===== src/rtl/uart_irq_pkg.sv =====
package uart_irq_pkg;

  localparam int unsigned IER_W   = 4;
  localparam int unsigned MODEM_W = 4;
  localparam int unsigned SRC_N   = 4;

  // latched cause vector positions
  localparam int unsigned S_LINE = 0;
  localparam int unsigned S_RDA  = 1;
  localparam int unsigned S_TMO  = 2;
  localparam int unsigned S_THRE = 3;

  // enable word positions
  localparam int unsigned E_RX    = 0;
  localparam int unsigned E_THRE  = 1;
  localparam int unsigned E_LINE  = 2;
  localparam int unsigned E_MODEM = 3;

  // modem pin positions
  localparam int unsigned M_CTS = 0;
  localparam int unsigned M_DSR = 1;
  localparam int unsigned M_RI  = 2;
  localparam int unsigned M_DCD = 3;

  typedef enum logic [2:0] {
    ID_MODEM = 3'b000,
    ID_THRE  = 3'b001,
    ID_RDA   = 3'b010,
    ID_LINE  = 3'b011,
    ID_TMO   = 3'b110
  } irq_id_e;

  typedef struct packed {
    logic line;
    logic rda;
    logic tmo;
    logic thre;
    logic modem;
  } pend_t;

endpackage


===== src/rtl/irq_src_latch.sv =====
module irq_src_latch #(
  parameter int unsigned W = 4
) (
  input  logic         clk,
  input  logic         rst_n,
  input  logic [W-1:0] set_i,
  input  logic [W-1:0] clr_i,
  output logic [W-1:0] q_o
);

  logic [W-1:0] q;

  // a set in the same cycle as a clear wins, so no event is lost
  for (genvar g = 0; g < W; g++) begin : g_bit
    always_ff @(posedge clk or negedge rst_n) begin
      if (!rst_n)         q[g] <= 1'b0;
      else if (set_i[g])  q[g] <= 1'b1;
      else if (clr_i[g])  q[g] <= 1'b0;
    end

    a_r11_set_wins: assert property (@(posedge clk) disable iff (!rst_n)
      set_i[g] |=> q[g]);
  end

  assign q_o = q;

endmodule


===== src/rtl/irq_modem_delta.sv =====
module irq_modem_delta
  import uart_irq_pkg::*;
#(
  parameter int unsigned W = MODEM_W
) (
  input  logic         clk,
  input  logic         rst_n,
  input  logic [W-1:0] pins_i,
  input  logic         rd_i,
  output logic [W-1:0] delta_o
);

  logic [W-1:0] prev_q;
  logic         primed_q;
  logic [W-1:0] hit;
  logic [W-1:0] delta_q;

  always_ff @(posedge clk or negedge rst_n) begin
    if (!rst_n) begin
      prev_q   <= '0;
      primed_q <= 1'b0;
    end else begin
      prev_q   <= pins_i;
      primed_q <= 1'b1;
    end
  end

  // ring indicator reports only its trailing edge; others report any change
  for (genvar g = 0; g < W; g++) begin : g_det
    if (g == M_RI) begin : g_trail
      assign hit[g] = primed_q & prev_q[g] & ~pins_i[g];
    end else begin : g_any
      assign hit[g] = primed_q & (prev_q[g] ^ pins_i[g]);
    end
  end

  always_ff @(posedge clk or negedge rst_n) begin
    if (!rst_n) delta_q <= '0;
    else        delta_q <= (delta_q & ~{W{rd_i}}) | hit;
  end

  assign delta_o = delta_q;

  a_r9_read_clears: assert property (@(posedge clk) disable iff (!rst_n)
    (rd_i && !primed_q) || (rd_i && (pins_i == prev_q)) |=> delta_o == '0);

  a_r9_ri_rise_silent: assert property (@(posedge clk) disable iff (!rst_n)
    (primed_q && !prev_q[M_RI] && pins_i[M_RI] && rd_i) |=> !delta_o[M_RI]);

endmodule


===== src/rtl/irq_prio_enc.sv =====
module irq_prio_enc
  import uart_irq_pkg::*;
(
  input  pend_t   pend_i,
  output irq_id_e code_o,
  output logic    none_o
);

  always_comb begin
    if (pend_i.line)       code_o = ID_LINE;
    else if (pend_i.rda)   code_o = ID_RDA;
    else if (pend_i.tmo)   code_o = ID_TMO;
    else if (pend_i.thre)  code_o = ID_THRE;
    else                   code_o = ID_MODEM;
  end

  assign none_o = ~(pend_i.line | pend_i.rda | pend_i.tmo | pend_i.thre | pend_i.modem);

endmodule


===== src/rtl/uart_irq_ident.sv =====
module uart_irq_ident
  import uart_irq_pkg::*;
#(
  parameter int unsigned ERR_W = 4
) (
  input  logic               clk,
  input  logic               rst_n,
  input  logic [IER_W-1:0]   ier_i,
  input  logic               fifo_en_i,
  input  logic [ERR_W-1:0]   line_err_i,
  input  logic               rx_avail_set_i,
  input  logic               rx_tmo_set_i,
  input  logic               thr_empty_set_i,
  input  logic               iir_rd_i,
  input  logic               lsr_rd_i,
  input  logic               rbr_rd_i,
  input  logic               msr_rd_i,
  input  logic               thr_wr_i,
  input  logic [MODEM_W-1:0] modem_i,
  output logic [7:0]         iir_o,
  output logic               irq_o,
  output logic [MODEM_W-1:0] modem_delta_o
);

  logic [SRC_N-1:0]   src_set;
  logic [SRC_N-1:0]   src_clr;
  logic [SRC_N-1:0]   src_q;
  logic [MODEM_W-1:0] delta;
  pend_t              pend;
  irq_id_e            code;
  logic               none;
  logic               thre_ack;

  always_comb begin
    src_set         = '0;
    src_set[S_LINE] = |line_err_i;
    src_set[S_RDA]  = rx_avail_set_i;
    src_set[S_TMO]  = rx_tmo_set_i;
    src_set[S_THRE] = thr_empty_set_i;
  end

  // identification read acknowledges the transmit cause only when it is shown
  assign thre_ack = iir_rd_i & ~none & (code == ID_THRE);

  always_comb begin
    src_clr         = '0;
    src_clr[S_LINE] = lsr_rd_i;
    src_clr[S_RDA]  = rbr_rd_i;
    src_clr[S_TMO]  = rbr_rd_i;
    src_clr[S_THRE] = thr_wr_i | thre_ack;
  end

  irq_src_latch #(.W(SRC_N)) u_src (
    .clk   (clk),
    .rst_n (rst_n),
    .set_i (src_set),
    .clr_i (src_clr),
    .q_o   (src_q)
  );

  irq_modem_delta #(.W(MODEM_W)) u_delta (
    .clk     (clk),
    .rst_n   (rst_n),
    .pins_i  (modem_i),
    .rd_i    (msr_rd_i),
    .delta_o (delta)
  );

  always_comb begin
    pend.line  = src_q[S_LINE] & ier_i[E_LINE];
    pend.rda   = src_q[S_RDA]  & ier_i[E_RX];
    pend.tmo   = src_q[S_TMO]  & ier_i[E_RX];
    pend.thre  = src_q[S_THRE] & ier_i[E_THRE];
    pend.modem = (|delta)      & ier_i[E_MODEM];
  end

  irq_prio_enc u_enc (
    .pend_i (pend),
    .code_o (code),
    .none_o (none)
  );

  assign irq_o         = pend.line | pend.rda | pend.tmo | pend.thre | pend.modem;
  assign iir_o         = {{2{fifo_en_i}}, 2'b00, code, none};
  assign modem_delta_o = delta;

  a_r2_line_vs_flag: assert property (@(posedge clk) disable iff (!rst_n)
    irq_o == ~iir_o[0]);

  a_r3_line_first: assert property (@(posedge clk) disable iff (!rst_n)
    (src_q[S_LINE] && ier_i[E_LINE]) |-> iir_o[3:1] == 3'b011);

  a_r6_lsr_read_clears: assert property (@(posedge clk) disable iff (!rst_n)
    (lsr_rd_i && line_err_i == '0) |=> !src_q[S_LINE]);

  a_r7_rbr_read_clears: assert property (@(posedge clk) disable iff (!rst_n)
    (rbr_rd_i && !rx_avail_set_i && !rx_tmo_set_i) |=> !src_q[S_RDA] && !src_q[S_TMO]);

  a_r8_write_clears: assert property (@(posedge clk) disable iff (!rst_n)
    (thr_wr_i && !thr_empty_set_i) |=> !src_q[S_THRE]);

  a_r8_read_keeps: assert property (@(posedge clk) disable iff (!rst_n)
    (iir_rd_i && src_q[S_THRE] && iir_o[3:1] != 3'b001) |=> src_q[S_THRE]);

endmodule


===== config.mk =====
export PLATFORM = sky130hd
export DESIGN_NAME = uart_irq_ident
export DESIGN_NICKNAME = d
export VERILOG_FILES = /design/src/rtl/uart_irq_pkg.sv /design/src/rtl/irq_src_latch.sv /design/src/rtl/irq_modem_delta.sv /design/src/rtl/irq_prio_enc.sv /design/src/rtl/uart_irq_ident.sv
export SDC_FILE = /design/constraint.sdc
export NUM_CORES = 1
export LEC_CHECK = 0
export ABC_AREA = 1
export BUFFER_PORTS_ARGS = -buffer_cell sky130_fd_sc_hd__buf_4
export CAP_MARGIN = 30
export CORE_UTILIZATION = 40
export CTS_BUF_LIST = sky130_fd_sc_hd__clkbuf_4 sky130_fd_sc_hd__clkbuf_8
export DETAILED_ROUTE_END_ITERATION = 7
export GPL_TIMING_DRIVEN = 0
export PLACE_DENSITY = 0.74
export SYNTH_ARGS = -nofsm -noshare
export SYNTH_HDL_FRONTEND = slang
export SYNTH_SLANG_ARGS = --single-unit

===== constraint.sdc =====
create_clock -name clk -period 1.2 [get_ports clk]
set_clock_uncertainty 0.1 [all_clocks]
set_input_delay 0.24 -clock clk [delete_from_list [all_inputs] [get_ports clk]]
set_output_delay 0.24 -clock clk [all_outputs]
set_load 0.02 [all_outputs]

==> metrics.md <==
| Metric | Value |
|---|---|
| Synth-to-Final Area Change | `76.7%` |
| Max-cap violations | `0` |
| Ys Warns | `0` |
| Status | `complete, but fails checks` |
| DRC Markers | `0` |
| Final non-filler cell total | `132` |
| Avg Vias per Cell | `4.44` |
| Cell area after synthesis | `592 um2` |
| Final setup vio count | `9` |
| Post-synthesis mux area share | `0%` |
| Setup crit end kind | `primary output` |
| Routed WL | `1350 um` |
| Multi-input gate area | `215 um2` |
| DR WL/cell | `10.3 um` |
| Xor/xnor cell area share of the yosys netlist | `0%` |
| Synth Area in Adders | `0%` |
| Final WS setup | `-0.416 ns` |
| Largest family of logic cells by synthesized area | `simple AND/OR/NAND/NOR gates` |
| Std cell rows | `13` |
| Number of DRC markers in iteration 0 | `3` |
| Distinct cell type count after synthesis | `14` |
| Die ar. | `0.00164 mm2` |
| Worst-path clk slew | `0.08 ns` |
| Skew-Pair Late Insertion Delay | `0.26 ns` |
| Final min period | `1.62 ns` |
| Chip Height | `40.5 um` |
| Worst setup SP type | `register` |
| CTS Sinks | `13` |
| Clk root buf | `clkbuf_4` |
| Synth Area in Simple Gates | `21.6%` |
| RSZ-0062 raised after global routing | `yes` |
| Fill cells | `101` |
| P_int | `789 uW` |
| FF/Latch Area | `330 um2` |
| Commonest non-fill, non-tap cells in the layout | `buf_4, nand2_1, buf_6` |
| Fin nets | `141` |
| Switching pwr | `283 uW` |
| WP data arrival | `1.28 ns` |
| Core area | `0.00133 mm2` |
| Post-route clock period utilization | `135%` |
| Net Sw Frac | `26.4%` |
| Clock tree buffer depth | `2` |
| Placed insts | `117` |
| Initial antenna violation count | `0` |
| Final Hold Vio Count | `0` |
| HPWL after DPL | `960 um` |
| Total power | `1.07 mW` |
| Logic gate share of total power | `27.5%` |
| Total gr overflow | `0` |
| TritonCTS buffer count | `3` |
| P_leak | `0.559 nW` |
| Violated checks | `negative setup slack` |
| Pre-CTS setup slack | `-0.174 ns` |
| Die width | `40.5 um` |
| Critical Path RT | `0.86 ns` |
| Final GP Congestion | `0.695` |
| I/O pins | `36` |
| Sequential power share | `46.1%` |
| CTS HTree Levels | `1` |
| Compound-gate portion of the synthesized area | `9.51%` |
| Total global-route track usage | `20.0%` |
| Worst vdd ir | `0.698 mV` |
| Drt first pass iters | `4` |
| Clk pwr share | `26.4%` |
| Highest Clock Rate | `0.619 GHz` |
| Diode count | `0` |
| IO buf count | `32` |
| Register area share after synthesis | `55.0%` |
| Util after Layout | `78.4%` |
| Cells after Synth | `69` |
| Average cell area after synthesis | `8.58 um2` |
| Critical path class | `register to primary output` |
| Vias | `586` |
| Crit path max fanout | `3` |
| Leading cell type in the layout, fill and taps excluded | `buf_4` |
| CTS tree | `done` |
| Share of cells above drive strength 1 | `49.6%` |
| First-pass GRT wire length | `2060 um` |
| Synth Register Bits | `13` |
| Pwr Density | `1020 mW/mm2` |
| Hold WC Path Type | `input pin to register` |
| Final ANT Viol Nets | `0` |
| Max-slew violation count | `0` |
| Vias in the first global route | `539` |
| Initial core utilization | `44.4%` |
| Largest net degree at the start of global routing | `14` |
through the flow:
step                instance area, um2  setup TNS (ns)  hold slack, ns
floorplan                          604         -0.0910          -0.156
global placement                   863          -0.224         -0.0107
detailed placement                 863          -0.265        -0.00831
CTS                               1040           -1.86          0.0424
global route                      1050           -2.43          0.0465
finish                            1050           -1.85          0.0486
power by group through the flow:
stage          Clock [mW]  Combinational [mW]  Sequential (mW)
2_1_floorplan           0              0.0935            0.514
3_3_place_gp            0               0.222            0.499
3_5_place_dp            0               0.226            0.501
4_1_cts             0.297               0.293            0.493
5_1_grt             0.321               0.323            0.497
6_report            0.283               0.295            0.494
area by class of cell:
cell class	instances	share of cell area (%)
flip-flops and latches	13	31.6
well taps	15	1.79
multi-input cells	42	20.6
repair buffers	44	36.7
plain buffers	4	2.87
clock buffers	4	2.87
inverters	10	3.59
final timing paths:
| path | slack (ns) | from | depth (start not counted) | endpoint |
|---|---|---|---|---|
| max in group asynchronous | 0.57 | rst_n | 2 | u_delta.delta_o[1] |
| hold reg to reg | 0.41 | u_delta.prev_q[2] | 2 | u_delta.delta_o[2] |
| hold / removal | 0.05 | rbr_rd_i | 2 | u_src.q_o[2] |
| setup / recovery | -0.42 | u_src.q_o[2] | 4 | irq_o |
| setup reg to reg | 0 | u_src.q_o[2] | 6 | u_src.q_o[3] |
| min in group asynchronous | 0.26 | rst_n | 2 | u_src.q_o[2] |
per-layer routing:
layer | GRT usage, % | up-vias | part of all wire [%]
met1 | 22.0 | 256 | 40
li1 | - | 304 | -
met5 | 0 | - | 0
met4 | 12.5 | 0 | 1.4
met3 | 3.33 | 4 | 5.2
met2 | 35.3 | 22 | 53
sequential cells by signal (all words and copies together), names as in the netlist:
signal,count
u_src.q_o,4
u_delta.delta_o,4
u_delta.prev_q,4
u_delta.primed_q,1
logic make-up after synthesis:
family                 count (synthesis)
AO/OA/AOI/OAI                          8
flip-flops                            13
other                                  2
AND/OR/NAND/NOR                       31
buffers and inverters                 15
Yosys cell counts (all sizes together):
library cell	instances	share of area (%)
nand2	16	11
dfrtp	13	55
nor2	11	7.4
inv	10	6.3
buf	5	6.3
o22ai	4	4.2
nand3	3	2.5
conb	2	1.3
o21bai	2	2.5
nand4	1	1.1
o211ai	1	1.3
o21ai	1	1.5
repair_timing:
action	in CTS	in global routing
endpoints found under the setup margin	7	10
hold buffers	5	0
gates resized for setup	14	3
hold endpoints to repair	17	0
cloned	0	0
buffers inserted	7	1
pin swaps	4	3
worst max-delay path, cell delays in order, from the launching register on:
cell and delay (ns):
dfrtp_1 0.40, o21ai_2 0.22, buf_4 0.15, nand4_1 0.08
buf_4 0.17
(Power assumes the default switching activity.)
